--- config.mk ---
export PLATFORM = sky130hd
export DESIGN_NAME = cvt_serial_regif
export DESIGN_NICKNAME = d
export VERILOG_FILES = /design/src/rtl/csr_serial_pkg.sv /design/src/rtl/csr_edge_det.sv /design/src/rtl/csr_regbank.sv /design/src/rtl/csr_xfer_ctl.sv /design/src/rtl/cvt_serial_regif.sv
export SDC_FILE = /design/constraint.sdc
export NUM_CORES = 1
export LEC_CHECK = 0
export BUFFER_PORTS_ARGS = -buffer_cell sky130_fd_sc_hd__buf_2
export CAP_MARGIN = 0
export CORE_UTILIZATION = 45
export DETAILED_ROUTE_END_ITERATION = 8
export GPL_ROUTABILITY_DRIVEN = 1
export PLACE_DENSITY = 0.63
export REMOVE_ABC_BUFFERS = 1
export SYNTH_ARGS = -nofsm -noshare
export SYNTH_HDL_FRONTEND = slang
export SYNTH_SLANG_ARGS = --single-unit
--- constraint.sdc ---
create_clock -name clk -period 3.1 [get_ports clk]
set_input_delay 0.155 -clock clk [delete_from_list [all_inputs] [get_ports clk]]
set_output_delay 0.155 -clock clk [all_outputs]
set_load 0.05 [all_outputs]
--- src/rtl/csr_serial_pkg.sv ---
package csr_serial_pkg;

    localparam int BYTE_W = 8;
    localparam int ADDR_W = 4;

    typedef enum logic {
        PH_INSTR = 1'b0,
        PH_DATA  = 1'b1
    } phase_e;

    typedef enum logic [2:0] {
        RG_NONE = 3'd0,
        RG_DOUT = 3'd1,
        RG_CMD  = 3'd2,
        RG_OFS  = 3'd3,
        RG_FS   = 3'd4
    } region_e;

    // byte lane index counts from the least significant byte (0 = LSB)
    typedef struct packed {
        region_e    rg;
        logic [1:0] lane;
    } loc_t;

    // position of the read-direction bit and of the sync/ready bit in the command word
    localparam int DIR_BIT  = 27;
    localparam int SYNC_BIT = 24;

    function automatic loc_t addr_decode(input logic [ADDR_W-1:0] a);
        loc_t l;
        l.rg   = RG_NONE;
        l.lane = 2'd0;
        case (a)
            4'h0: begin l.rg = RG_DOUT; l.lane = 2'd2; end
            4'h1: begin l.rg = RG_DOUT; l.lane = 2'd1; end
            4'h2: begin l.rg = RG_DOUT; l.lane = 2'd0; end
            4'h4: begin l.rg = RG_CMD;  l.lane = 2'd3; end
            4'h5: begin l.rg = RG_CMD;  l.lane = 2'd2; end
            4'h6: begin l.rg = RG_CMD;  l.lane = 2'd1; end
            4'h7: begin l.rg = RG_CMD;  l.lane = 2'd0; end
            4'h8: begin l.rg = RG_OFS;  l.lane = 2'd2; end
            4'h9: begin l.rg = RG_OFS;  l.lane = 2'd1; end
            4'hA: begin l.rg = RG_OFS;  l.lane = 2'd0; end
            4'hC: begin l.rg = RG_FS;   l.lane = 2'd2; end
            4'hD: begin l.rg = RG_FS;   l.lane = 2'd1; end
            4'hE: begin l.rg = RG_FS;   l.lane = 2'd0; end
            default: begin l.rg = RG_NONE; l.lane = 2'd0; end
        endcase
        return l;
    endfunction

endpackage

--- src/rtl/csr_edge_det.sv ---
module csr_edge_det (
    input  logic clk,
    input  logic rst_n,
    input  logic sclk,
    output logic rise,
    output logic fall
);
    typedef struct packed {
        logic sclk;
    } edge_st_t;

    edge_st_t st_d, st_q;

    always_comb begin
        st_d      = st_q;
        st_d.sclk = sclk;
        rise      = sclk & ~st_q.sclk;
        fall      = ~sclk & st_q.sclk;
    end

    always_ff @(posedge clk or negedge rst_n) begin
        if (!rst_n) st_q <= '0;
        else        st_q <= st_d;
    end

endmodule

--- src/rtl/csr_regbank.sv ---
module csr_regbank
    import csr_serial_pkg::*;
#(
    parameter int RATE_RESET = 23,
    parameter int RATE_W     = 13,
    parameter int CAL_W      = 24,
    parameter int CMD_W      = 32
) (
    input  logic              clk,
    input  logic              rst_n,
    input  logic              wr_en,
    input  logic [ADDR_W-1:0] wr_addr,
    input  logic [BYTE_W-1:0] wr_data,
    input  logic [ADDR_W-1:0] rd_addr,
    output logic [BYTE_W-1:0] rd_byte,
    input  logic              drdy_i,
    input  logic              res_vld_i,
    input  logic [CAL_W-1:0]  res_i,
    output logic [CMD_W-1:0]  cmd_o,
    output logic [CAL_W-1:0]  ofs_o,
    output logic [CAL_W-1:0]  fs_o,
    output logic              sync_o,
    output logic              dir_down_o
);
    localparam logic [CMD_W-1:0] CMD_RST = CMD_W'(RATE_RESET) & ((CMD_W'(1) << RATE_W) - CMD_W'(1));
    localparam int TOP_LANE = (CMD_W / BYTE_W) - 1;

    typedef struct packed {
        logic [CAL_W-1:0] dout;
        logic [CMD_W-1:0] cmd;
        logic [CAL_W-1:0] ofs;
        logic [CAL_W-1:0] fs;
        logic             sync;
    } bank_t;

    bank_t bk_d, bk_q;
    loc_t  wl, rl;

    always_comb begin
        bk_d      = bk_q;
        bk_d.sync = 1'b0;
        wl        = addr_decode(wr_addr);
        if (res_vld_i) bk_d.dout = res_i;
        if (wr_en) begin
            case (wl.rg)
                RG_DOUT: bk_d.dout[BYTE_W*wl.lane +: BYTE_W] = wr_data;
                RG_CMD: begin
                    bk_d.cmd[BYTE_W*wl.lane +: BYTE_W] = wr_data;
                    if (int'(wl.lane) == TOP_LANE) begin
                        bk_d.cmd[SYNC_BIT] = 1'b0;
                        bk_d.sync          = wr_data[SYNC_BIT % BYTE_W];
                    end
                end
                RG_OFS:  bk_d.ofs[BYTE_W*wl.lane +: BYTE_W] = wr_data;
                RG_FS:   bk_d.fs[BYTE_W*wl.lane +: BYTE_W]  = wr_data;
                default: ;
            endcase
        end
    end

    always_comb begin
        rl      = addr_decode(rd_addr);
        rd_byte = '0;
        case (rl.rg)
            RG_DOUT: rd_byte = bk_q.dout[BYTE_W*rl.lane +: BYTE_W];
            RG_CMD: begin
                rd_byte = bk_q.cmd[BYTE_W*rl.lane +: BYTE_W];
                if (int'(rl.lane) == TOP_LANE) rd_byte[SYNC_BIT % BYTE_W] = drdy_i;
            end
            RG_OFS:  rd_byte = bk_q.ofs[BYTE_W*rl.lane +: BYTE_W];
            RG_FS:   rd_byte = bk_q.fs[BYTE_W*rl.lane +: BYTE_W];
            default: rd_byte = '0;
        endcase
    end

    always_ff @(posedge clk or negedge rst_n) begin
        if (!rst_n) begin
            bk_q      <= '0;
            bk_q.cmd  <= CMD_RST;
        end else begin
            bk_q <= bk_d;
        end
    end

    assign cmd_o      = bk_q.cmd;
    assign ofs_o      = bk_q.ofs;
    assign fs_o       = bk_q.fs;
    assign sync_o     = bk_q.sync;
    assign dir_down_o = bk_q.cmd[DIR_BIT];

    // the sync strobe never lasts longer than one clock
    p_sync_one_clk_r8: assert property (@(posedge clk) disable iff (!rst_n)
        sync_o |=> !sync_o);

    // a write of the top command byte leaves the sync position clear
    p_sync_not_kept_r8: assert property (@(posedge clk) disable iff (!rst_n)
        (wr_en && wr_addr == 4'h4) |=> !cmd_o[SYNC_BIT]);

    // writes to holes in the map change no register
    p_hole_write_ignored_r3: assert property (@(posedge clk) disable iff (!rst_n)
        (wr_en && addr_decode(wr_addr).rg == RG_NONE && !res_vld_i)
        |=> ($stable(cmd_o) && $stable(ofs_o) && $stable(fs_o)));

endmodule

--- src/rtl/csr_xfer_ctl.sv ---
module csr_xfer_ctl
    import csr_serial_pkg::*;
(
    input  logic              clk,
    input  logic              rst_n,
    input  logic              rise,
    input  logic              fall,
    input  logic              cs_n,
    input  logic              sdi,
    input  logic              dir_down,
    input  logic [BYTE_W-1:0] rd_byte,
    output logic [ADDR_W-1:0] rd_addr,
    output logic              wr_en,
    output logic [ADDR_W-1:0] wr_addr,
    output logic [BYTE_W-1:0] wr_data,
    output logic              sdo,
    output logic              sdo_en
);
    localparam int CNT_W = $clog2(BYTE_W);

    typedef struct packed {
        phase_e            phase;
        logic              rd;
        logic [1:0]        left;
        logic [ADDR_W-1:0] addr;
        logic [CNT_W-1:0]  bitcnt;
        logic              full;
        logic [BYTE_W-1:0] sh_in;
        logic [BYTE_W-1:0] sh_out;
    } xfer_t;

    xfer_t x_d, x_q;
    logic [ADDR_W-1:0] step;

    always_comb begin
        x_d     = x_q;
        wr_en   = 1'b0;
        step    = (x_q.rd && dir_down) ? x_q.addr - ADDR_W'(1) : x_q.addr + ADDR_W'(1);
        rd_addr = (x_q.phase == PH_INSTR) ? x_q.sh_in[ADDR_W-1:0] : step;
        if (cs_n) begin
            x_d.phase  = PH_INSTR;
            x_d.rd     = 1'b0;
            x_d.bitcnt = '0;
            x_d.full   = 1'b0;
            x_d.sh_out = '0;
        end else if (rise) begin
            x_d.sh_in  = {x_q.sh_in[BYTE_W-2:0], sdi};
            x_d.bitcnt = x_q.bitcnt + CNT_W'(1);
            if (x_q.bitcnt == CNT_W'(BYTE_W - 1)) x_d.full = 1'b1;
        end else if (fall) begin
            if (x_q.full) begin
                x_d.full = 1'b0;
                if (x_q.phase == PH_INSTR) begin
                    x_d.phase  = PH_DATA;
                    x_d.rd     = x_q.sh_in[7];
                    x_d.left   = x_q.sh_in[6:5];
                    x_d.addr   = x_q.sh_in[ADDR_W-1:0];
                    x_d.sh_out = x_q.sh_in[7] ? rd_byte : '0;
                end else begin
                    wr_en = ~x_q.rd;
                    if (x_q.left == 2'd0) begin
                        x_d.phase  = PH_INSTR;
                        x_d.rd     = 1'b0;
                        x_d.sh_out = '0;
                    end else begin
                        x_d.left   = x_q.left - 2'd1;
                        x_d.addr   = step;
                        x_d.sh_out = x_q.rd ? rd_byte : '0;
                    end
                end
            end else if (x_q.phase == PH_DATA && x_q.rd) begin
                x_d.sh_out = {x_q.sh_out[BYTE_W-2:0], 1'b0};
            end
        end
    end

    always_ff @(posedge clk or negedge rst_n) begin
        if (!rst_n) x_q <= '0;
        else        x_q <= x_d;
    end

    assign wr_addr = x_q.addr;
    assign wr_data = x_q.sh_in;
    assign sdo     = x_q.sh_out[BYTE_W-1];
    assign sdo_en  = (x_q.phase == PH_DATA) && x_q.rd && !cs_n;

    // a deselect returns the port to instruction decode with no partial byte
    p_deselect_clears_r9: assert property (@(posedge clk) disable iff (!rst_n)
        cs_n |=> (x_q.phase == PH_INSTR && x_q.bitcnt == '0 && !x_q.full));

    // register writes happen only on a falling serial edge while selected
    p_write_on_fall_r6: assert property (@(posedge clk) disable iff (!rst_n)
        wr_en |-> (fall && !cs_n));

    // the last byte of a burst hands the link back to instruction decode
    p_burst_end_r2: assert property (@(posedge clk) disable iff (!rst_n)
        (!cs_n && fall && x_q.full && x_q.phase == PH_DATA && x_q.left == 2'd0)
        |=> x_q.phase == PH_INSTR);

    // no read drive while waiting for an instruction
    p_quiet_in_instr_r5: assert property (@(posedge clk) disable iff (!rst_n)
        (x_q.phase == PH_INSTR) |-> !sdo_en);

endmodule

--- src/rtl/cvt_serial_regif.sv ---
module cvt_serial_regif #(
    parameter int RATE_RESET = 23
) (
    input  logic        clk,
    input  logic        rst_n,
    input  logic        sclk,
    input  logic        cs_n,
    input  logic        sdi,
    output logic        sdo,
    output logic        sdo_en,
    input  logic        drdy_i,
    input  logic        res_vld_i,
    input  logic [23:0] res_i,
    output logic [31:0] cmd_o,
    output logic [23:0] ofs_cal_o,
    output logic [23:0] fs_cal_o,
    output logic        sync_o
);
    import csr_serial_pkg::*;

    logic              rise, fall;
    logic              dir_down;
    logic [BYTE_W-1:0] rd_byte;
    logic [ADDR_W-1:0] rd_addr;
    logic              wr_en;
    logic [ADDR_W-1:0] wr_addr;
    logic [BYTE_W-1:0] wr_data;

    csr_edge_det u_edge (
        .clk   (clk),
        .rst_n (rst_n),
        .sclk  (sclk),
        .rise  (rise),
        .fall  (fall)
    );

    csr_xfer_ctl u_xfer (
        .clk      (clk),
        .rst_n    (rst_n),
        .rise     (rise),
        .fall     (fall),
        .cs_n     (cs_n),
        .sdi      (sdi),
        .dir_down (dir_down),
        .rd_byte  (rd_byte),
        .rd_addr  (rd_addr),
        .wr_en    (wr_en),
        .wr_addr  (wr_addr),
        .wr_data  (wr_data),
        .sdo      (sdo),
        .sdo_en   (sdo_en)
    );

    csr_regbank #(
        .RATE_RESET (RATE_RESET)
    ) u_bank (
        .clk        (clk),
        .rst_n      (rst_n),
        .wr_en      (wr_en),
        .wr_addr    (wr_addr),
        .wr_data    (wr_data),
        .rd_addr    (rd_addr),
        .rd_byte    (rd_byte),
        .drdy_i     (drdy_i),
        .res_vld_i  (res_vld_i),
        .res_i      (res_i),
        .cmd_o      (cmd_o),
        .ofs_o      (ofs_cal_o),
        .fs_o       (fs_cal_o),
        .sync_o     (sync_o),
        .dir_down_o (dir_down)
    );

endmodule

==> results.yml, run 1 <==
finish:
  drive_above_1_share_pct: 25.6
  n_fill_cell: 1591
  num-nets-final: 921
  utilization_pct: 51.2
  num_antenna_cells: 0
  final_cell_mix: "160 x nand2_1, 130 x dfrtp_1, 117 x o21ai_0"
  layout.cells.non_filler: 1114
  final_common_cell: "nand2_1"
  syn_to_final_growth_pct: 11.7
  regArea_um2: 3360
  multiInputGateArea_um2: 3320
synthesis:
  ys_async_sr_fraction_pct: 100
  ys_warn_count: 0
  synthDistinctLibCells: 61
  syn_avg_cell_area_um2: 8.98
  yosysSeqAreaShare_pct: 44.3
  syn_inst: 844
  synth_edf_count: 0
  ys_ff_latch: 134
  syn-cell-area_um2: 7580
  synth_ff_type: "dfrtp_1"
floorplan:
  coreArea_um2: 16500
  die_x_um: 132
  pin_count: 114
  die_h_um: 132
  dieArea_um2: 17400
  start_util_pct: 45.8
  row_count: 47
setup_path:
  cp_data_arrival_time_ns: 3.21
  startpoint_type: "flip-flop"
  cpMostUsedCell: "nor3_2"
  slowest_stage: "dfrtp_1"
  r2r_setup_slack_ns: 0.20
  r2r-end: "u_xfer.x_q[0]"
  worst_r2r_path_depth: 12
  critPathRequiredTime_ns: 3.41
  crit_path_end_kind: "flip-flop"
  crit_type: "reg -> reg"
  path_max_fanout: 13
  cp_cell_sequence: "nand3b_1, nand2_1, ha_1, and4bb_1, o21ai_1, o31a_1, a41o_1, nor3_2, buf_4, mux2i_2, nor3_2, o32a_1"
  cp_slowest_stage_delay_ns: 0.43
timing:
  timing.hold.ws_ns: 0.0347
  slew_viol_final: 0
  tightest_slew_ns: 0.831
  period_needed_ns: 2.90
  skew_ns: 0.00803
  rsz0062_at_grt: "false"
  slew_headroom_pct: 44.4
  finalHoldViolCount: 0
  finalCritPeriodShare_pct: 93.5
  finalSetupViolCount: 0
  fmax_mhz: 345
detailed_routing:
  detail_route.wl_per_cell_um: 19.9
  wl_um: 22200
  num_vias: 6191
  dr.pass1.iters: 5
  drt_iter0_drc: 481
  viasPerCell: 5.56
  postRouteAntennaNets: 0
  drc_errors: 0
hold_path:
  min_from: "cs_n"
  hold_depth: 2
  min_to: "u_xfer.x_q[17]"
  worstHoldPathType: "in -> reg"
run:
  cap_viol_max_count: 0
placement:
  portBuffers: 113
  placed_cells: 1079
  dp_hpwl_um: 16200
  gp_congestion: 0.894
clock_tree:
  cts-root-buf: "clkbuf_16"
  cts_tree: "yes"
  cts_setup_buffers: 0
  insertion_delay_ns: 0.43
  cts-buffers-inserted: 17
  clk_path_buf_depth: 2
  cts.reportedPaths.clkPinSlew_ns: 0.06
  cts.sinks: 134
  cts_max_level: 4
global_routing:
  antenna_found_initial: 0
  first_global_vias: 5818
  grt_pass1_wl_um: 34400
  gr-total-overflow: 0
  globalRouteTotalUtil_pct: 26.5
  grt_max_degree: 79
power_and_ir_drop:
  ir_drop_uv: 429
  p_per_area_nw_per_um2: 603
  power.leakage_nw: 4.03
run_status:
  status: "finished, final reports clean"
==> cell type report <==
class | instances | share of cell area, %
clock buffers | 28 | 6.11
flip-flops and latches | 134 | 39.7
clock inverters | 4 | 0.532
well taps | 220 | 3.25
multi-input cells | 553 | 39.2
repair buffers | 147 | 10.0
inverters | 28 | 1.24
==> critical path, delay by kind of cell (launching register included) <==
family	cells	cell delay, ns
AND/OR/NAND/NOR	5	0.77
buffers and inverters	1	0.24
multiplexers	1	0.27
AO/OA/AOI/OAI	4	0.89
adder cells (fa/ha/maj)	1	0.18
flip-flops	1	0.43
==> cell usage after synthesis (2+ instances only) <==
cell type  instances  area, µm²
a211oi_1           3       22.5
a21oi_1           20        100
a221oi_1           6       52.6
a22o_1             8       70.1
a22oi_1            6       45.0
and2_1             6       37.5
buf_2              7       35.0
buf_4             82        616
buf_6              2       22.5
clkbuf_1          38        143
dfrtp_1          130       3250
dfstp_2            4        105
ha_1               9        113
inv_1             27        101
mux2_1             3       33.8
mux2_2            36        405
mux2i_1           24        240
nand2_1          160        601
nand2b_1           6       37.5
nand3_1           47        235
nand3b_1           2       15.0
nor2_1            33        124
nor2b_1            5       31.3
nor3_1             2       10.0
nor3_2             2       20.0
nor3b_2            2       25.0
o211ai_1           8       60.1
o21ai_0          117        586
o21ai_1            7       35.0
o221ai_1           7       61.3
o31a_1             2       17.5
o31ai_1            2       15.0
or2_1              2       12.5
xor2_1             2       17.5
==> layer usage <==
layer	routed length (µm)	share of wire, %	track usage (%)
met1	9660	44	35.7
met2	10500	47	41.5
met3	1310	5.9	5.04
met4	764	3.4	12.1
met5	0	0	0
==> where the power goes <==
| part | switching (mW) | internal, mW | leakage [nW] |
|---|---|---|---|
| Clock | 0.731 | 1.21 | 0.278 |
| Combinational | 0.709 | 0.468 | 2.08 |
| Sequential | 0.168 | 1.82 | 1.67 |
==> worst max-delay path by stage <==
stage,startpoint,to,slack (ns),cells past startpoint
global route,flip-flop,u_xfer.x_q[0],0.01,12
detailed placement,flip-flop,u_xfer.x_q[6],0.20,8
finish,flip-flop,u_xfer.x_q[0],0.20,12
floorplan,flip-flop,u_xfer.x_q[0],-0.18,11
global placement,u_xfer.wr_addr[1],u_xfer.x_q[2],0.25,11
CTS,flip-flop,u_xfer.x_q[0],0.18,12
==> timing repair <==
item	4_1_cts	5_1_grt
setup endpoints to repair	0	8
hold endpoints to repair	77	0
hold buffers	3	0
resized for setup	0	5
==> logic make-up after synthesis <==
group                      after synthesis  share of synthesized area (%)
and+or+nand+nor                        278                           16.5
adders and majority gates                9                           1.49
buffers and inverters                  157                           12.2
xor gates and xnor gates                 2                          0.231
AOI/OAI and AO/OA                      200                           16.0
muxes                                   64                           9.27
DFF                                    134                           44.3
==> through the flow <==
| stage | setup slack, ns | setup TNS (ns) | total power [mW] | area (µm²) |
|---|---|---|---|---|
| after floorplan | -0.179 | -1.14 | 2.62 | 6760 |
| after global placement | 0.251 | 0 | 3.17 | 7850 |
| after detailed placement | 0.203 | 0 | 3.17 | 7850 |
| after CTS | 0.179 | 0 | 5.11 | 8440 |
| after global routing | 0.0140 | 0 | 5.32 | 8460 |
| final | 0.203 | 0 | 5.11 | 8460 |
No activity file was read; power rests on OpenSTA's default activity.
==> run 2, diff against run 1 <==
- ABC_AREA: unset -> 1
- SKIP_LAST_GASP: unset -> 1
==> run 2 against run 1 <==
Routed wire length rose by 0.38%. Maximum frequency about the same. Worst setup slack hardly changed. Sequential cell count unchanged. First-iteration DRC count grew 34%. Critical path type unchanged. Hold slack improved by 0.0018 ns. Sequential share of layout area down 0.42 points. Critical endpoint is now u_xfer.sdo.
==> results.yml, run 2 <==
synthesis:
  synthDistinctLibCells: 42
  syn-cell-area_um2: 7640
  syn_inst: 974
  post-synth-top-count-cell: "nand2_1"
  syn_avg_cell_area_um2: 7.84
  yosys-top-cells-count: "294 x nand2_1, 130 x dfrtp_1, 85 x o21ai_0, 84 x buf_4, 57 x nand3_1"
  yosysSeqAreaShare_pct: 44.0
  ys_async_sr_fraction_pct: 100
  yosysTopAreaCell: "dfrtp_1"
  synth_edf_count: 0
  synth_ff_type: "dfrtp_1"
  ys_ff_latch: 134
  netlist_top_cells_area: "dfrtp_1 43%, nand2_1 14%, buf_4 8.3%"
  yosysTopAreaCellShare_pct: 42.6
  ys_warn_count: 0
detailed_routing:
  wl_um: 22300
  postRouteAntennaNets: 0
  num_vias: 6709
  drt_iter0_drc: 646
  drc_errors: 0
  viasPerCell: 5.37
  detail_route.wl_per_cell_um: 17.8
  dr.pass1.iters: 5
global_routing:
  antenna_found_initial: 0
  grt_max_degree: 59
  grt_pass1_wl_um: 35300
  globalRouteTotalUtil_pct: 26.5
  first_global_vias: 6293
  gr-total-overflow: 0
clock_tree:
  cts_max_level: 4
  cts_setup_buffers: 0
  cts.reportedPaths.clkPinSlew_ns: 0.06
  cts_tree: "yes"
  clk_path_buf_depth: 2
  cts-buffers-inserted: 17
  cts.sinks: 134
  insertion_delay_ns: 0.43
  cts-root-buf: "clkbuf_16"
hold_path:
  min_to: "u_bank.bk_q[97]"
  min_from: "res_i[16]"
  hold_depth: 3
  worstHoldPathType: "in -> reg"
timing:
  slew_viol_final: 0
  layout_setup_ws_ns: 0.203
  rsz0062_at_grt: "true"
  fmax_mhz: 345
  slew_headroom_pct: 31.8
  tightest_slew_ns: 1.02
  finalSetupViolCount: 0
  finalCritPeriodShare_pct: 93.4
  finalHoldViolCount: 0
  setup_tns_ns: 0
  period_needed_ns: 2.90
  skew_ns: 0.00990
placement:
  place_ws_ns: 0.208
  portBuffers: 113
  dp_hpwl_um: 16200
  placed_cells: 1215
  gp_congestion: 0.972
  placed_cell_area_um2: 7890
setup_path:
  cp_data_arrival_time_ns: 3.26
  worst_r2r_path_depth: 16
  critPathRequiredTime_ns: 3.46
  r2r-end: "u_xfer.sdo"
  crit_type: "reg -> reg"
  startpoint_type: "flip-flop"
  r2r-start: "u_xfer.wr_data[0]"
  crit_path_end_kind: "flip-flop"
  path_max_fanout: 19
  r2r_setup_slack_ns: 0.20
floorplan:
  die_x_um: 132
  dieArea_um2: 17500
  start_util_pct: 46.1
  pin_count: 114
  die_h_um: 132
  coreArea_um2: 16600
  row_count: 47
finish:
  utilization_pct: 51.6
  final_cell_mix: "294 x nand2_1, 129 x dfrtp_1, 112 x buf_2"
  finalInstanceArea_um2: 8560
  syn_to_final_growth_pct: 12.0
  n_fill_cell: 1678
  drive_above_1_share_pct: 21.1
  layout.cells.non_filler: 1250
  num_antenna_cells: 0
  num-nets-final: 1057
  final_common_cell: "nand2_1"
power_and_ir_drop:
  ir_drop_uv: 405
  p_per_area_nw_per_um2: 569
  power.leakage_nw: 4.28
run:
  cap_viol_max_count: 0
run_status:
  status: "finished, final reports clean"
==> run 2: worst max path at each step <==
stage,from,cells past startpoint,slack (ns),endpoint
after floorplan,flip-flop,21,0.12,u_xfer.sdo
after global placement,u_xfer.x_q[26],24,0.22,u_xfer.x_q[1]
after detailed placement,u_xfer.x_q[26],22,0.21,u_xfer.x_q[1]
after CTS,u_xfer.x_q[26],22,0.17,u_xfer.x_q[4]
after global routing,flip-flop,24,-0.05,u_xfer.x_q[1]
final,u_xfer.wr_data[0],16,0.20,u_xfer.sdo
==> run 2: metal layers <==
| layer | vias to the layer above | track usage (%) | share of wire (%) |
|---|---|---|---|
| met1 | 3158 | 37.3 | 45 |
| met4 | 0 | 9.96 | 3.0 |
| met2 | 316 | 40.3 | 45 |
| met5 | - | 0 | 0 |
| li1 | 3185 | - | - |
| met3 | 50 | 5.31 | 7.2 |
==> run 2: repair_timing <==
action                                  in CTS  in global routing
hold buffers                                 3                  0
hold endpoints to repair                    56                  0
resized for setup                            0                  3
endpoints found under the setup margin       0                 40
==> run 2: final cells by class <==
type / instances / area, µm² / area share, %
clock buffers: 25 / 485 / 5.67
repair buffers: 142 / 810 / 9.46
flip-flops and latches: 134 / 3360 / 39.3
clock inverters: 7 / 143 / 1.67
well taps: 220 / 275 / 3.22
inverters: 69 / 259 / 3.03
multi-input cells: 653 / 3230 / 37.7
==> run 2: logic make-up after synthesis <==
kind of cell | count (synthesis) | share of synthesized area (%)
multiplexers | 20 | 2.90
adder cells (fa/ha/maj) | 9 | 1.47
flip-flops | 134 | 44.0
AO/OA/AOI/OAI | 192 | 14.1
buffers and inverters | 187 | 13.9
XOR/XNOR | 1 | 0.115
AND/OR/NAND/NOR | 431 | 23.6
==> run 2: critical path: stages, from the launching register on <==
cell	delay (ns)
dfrtp_1	0.44
o21ai_2	0.63
inv_1	0.38
nand2_1	0.17
o21ai_2	0.07
nand2_1	0.07
nand2_2	0.06
buf_4	0.21
o21ai_0	0.29
nand2_1	0.09
nand2_1	0.08
nand2_1	0.05
nand2_1	0.06
nand2_1	0.04
nand2_1	0.08
nand2_1	0.04
nand2_1	0.05
==> run 2: through the flow <==
| step | hold WS (ns) | total power [mW] |
|---|---|---|
| floorplan | -0.141 | 2.37 |
| CTS | 0.0330 | 4.87 |
| global placement | 0.166 | 2.70 |
| finish | 0.0365 | 4.87 |
| global route | 0.0339 | 5.07 |
| detailed placement | 0.167 | 2.70 |
==> run 2: where the power goes <==
group          switching, mW  internal [mW]
clock network          0.757           1.41
logic                  0.596          0.260
registers             0.0422           1.80
total                   1.40           3.47
==> run 3, diff against run 2 <==
- REMOVE_ABC_BUFFERS: 1 -> unset
==> run 3 against run 2 <==
Routed wire length down 5.8%. Combinational power about the same. Non-clock buffer count unchanged. Sequential share of layout area up 0.30 points. Global-route usage down 1.5 points. Sequential cell count unchanged. Hold slack worse by 0.014 ns. Clock power down 13%. Worst setup slack better by 0.050 ns. Clock skew down 0.0019 ns. Maximum frequency up 1.7%. Largest cell class unchanged.
==> results.yml, run 3 (synthesis gave the netlist of run 2 again) <==
clock_tree:
  cts_max_level: 4
  cts-root-buf: "clkbuf_16"
  cts.sinks: 134
  insertion_delay_ns: 0.43
  cts.reportedPaths.clkPinSlew_ns: 0.06
  cts_tree: "yes"
  cts-buffers-inserted: 17
  clk_path_buf_depth: 2
setup_path:
  startpoint_type: "flip-flop"
  path_max_fanout: 10
  cp_data_arrival_time_ns: 3.20
  crit_path_end_kind: "flip-flop"
  r2r_setup_slack_ns: 0.25
  crit_type: "reg -> reg"
  critPathRequiredTime_ns: 3.45
global_routing:
  globalRouteTotalUtil_pct: 25.0
  first_global_vias: 5970
  grt_max_degree: 80
  gr-total-overflow: 0
  grt_pass1_wl_um: 33000
  antenna_found_initial: 0
finish:
  final_common_cell: "nand2_1"
  final_cell_mix: "294 x nand2_1, 128 x dfrtp_1, 112 x buf_2"
  layout.cells.non_filler: 1250
  num_antenna_cells: 0
  syn_to_final_growth_pct: 11.2
  drive_above_1_share_pct: 21.6
  num-nets-final: 1057
placement:
  gp_congestion: 0.927
  place_ws_ns: 0.144
  portBuffers: 113
  dp_hpwl_um: 15700
  placed_cells: 1212
power_and_ir_drop:
  p_per_area_nw_per_um2: 540
  power.leakage_nw: 4.25
  ir_drop_uv: 459
floorplan:
  row_count: 47
  die_h_um: 132
  pin_count: 114
  start_util_pct: 46.1
  die_x_um: 132
  coreArea_um2: 16600
  dieArea_um2: 17500
detailed_routing:
  routed-wl-met2_um: 9710
  met1_length_um: 9770
  wl_met3_um: 1020
  num_vias: 6471
  drc_errors: 0
  viasPerCell: 5.18
  top_layer_used: "met4"
  dr.pass1.iters: 5
  postRouteAntennaNets: 0
  detail_route.wl_per_cell_um: 16.8
  wl_um: 21000
  drt_iter0_drc: 468
timing:
  skew_ns: 0.00804
  finalSetupViolCount: 0
  layout_setup_ws_ns: 0.253
  setup_tns_ns: 0
  finalHoldViolCount: 0
  fmax_mhz: 351
  slew_headroom_pct: 28.0
  timing.hold.ws_ns: 0.0230
  rsz0062_at_grt: "false"
  slew_viol_final: 0
  tightest_slew_ns: 1.08
  finalCritPeriodShare_pct: 91.8
  period_needed_ns: 2.85
run_status:
  status: "finished, final reports clean"
hold_path:
  worstHoldPathType: "in -> reg"
run:
  cap_viol_max_count: 0
synthesis:
  syn-num-nets: 1014
## run 3: final timing paths
path,endpoint,from,cells after the start
max in group asynchronous,asynchronous set/reset pin,rst_n,3
min in group asynchronous,asynchronous set/reset pin,rst_n,2
max reg2reg,flip-flop,u_xfer.wr_addr[2],13
min,u_bank.bk_q[97],res_i[16],3
min reg2reg,u_xfer.x_q[3],u_xfer.x_q[3],2
max,flip-flop,u_xfer.wr_addr[2],13
## run 3: final cells by class
class                           count  area (µm²)
Multi-Input combinational cell    653        3240
Clock buffer                       21         480
Sequential cell                   134        3360
Inverter                           69         259
Clock inverter                     11        73.8
Timing Repair Buffer              142         810
Tap cell                          220         275
Fill cell                        1665        8090
## run 3: critical path, stage by stage, from the launching register on
cell	delay, ns
dfrtp_1	0.40
inv_1	0.09
nor2_1	0.13
buf_4	0.16
nand2_1	0.05
nand2_1	0.06
nand2_1	0.18
inv_2	0.21
ha_1	0.27
clkinv_1	0.18
nand2_1	0.08
nor2_1	0.44
nand2_1	0.32
o21ai_1	0.20
## run 3: power by group
| group | total [mW] | switching (mW) | leakage (nW) | internal, mW |
|---|---|---|---|---|
| Combinational | 0.858 | 0.590 | 2.24 | 0.268 |
| Clock | 1.89 | 0.787 | 0.271 | 1.10 |
| Sequential | 1.84 | 0.0398 | 1.73 | 1.80 |
| Total | 4.59 | 1.42 | 4.25 | 3.17 |
## run 3: what timing repair did
item | in CTS | in global routing
setup buffers | 0 | 3
endpoints found under the setup margin | 0 | 8
resized for setup | 0 | 5
hold buffers | 3 | 0
endpoints found under the hold margin | 79 | 0
## run 3: per-stage QoR
step	total power, mW	instance area, µm²	utilization (%)
6_report	4.59	8490	51.2
5_1_grt	4.81	8490	51.2
4_1_cts	4.58	8450	51.0
3_5_place_dp	2.70	7870	47.5
3_3_place_gp	2.69	7870	47.5
2_1_floorplan	2.43	7640	-
## run 3: routing by layer
metal	global-route usage (%)	vias up
met4	10.0	0
met1	34.7	3046
met5	0	-
met3	3.92	31
li1	-	3196
met2	39.1	198
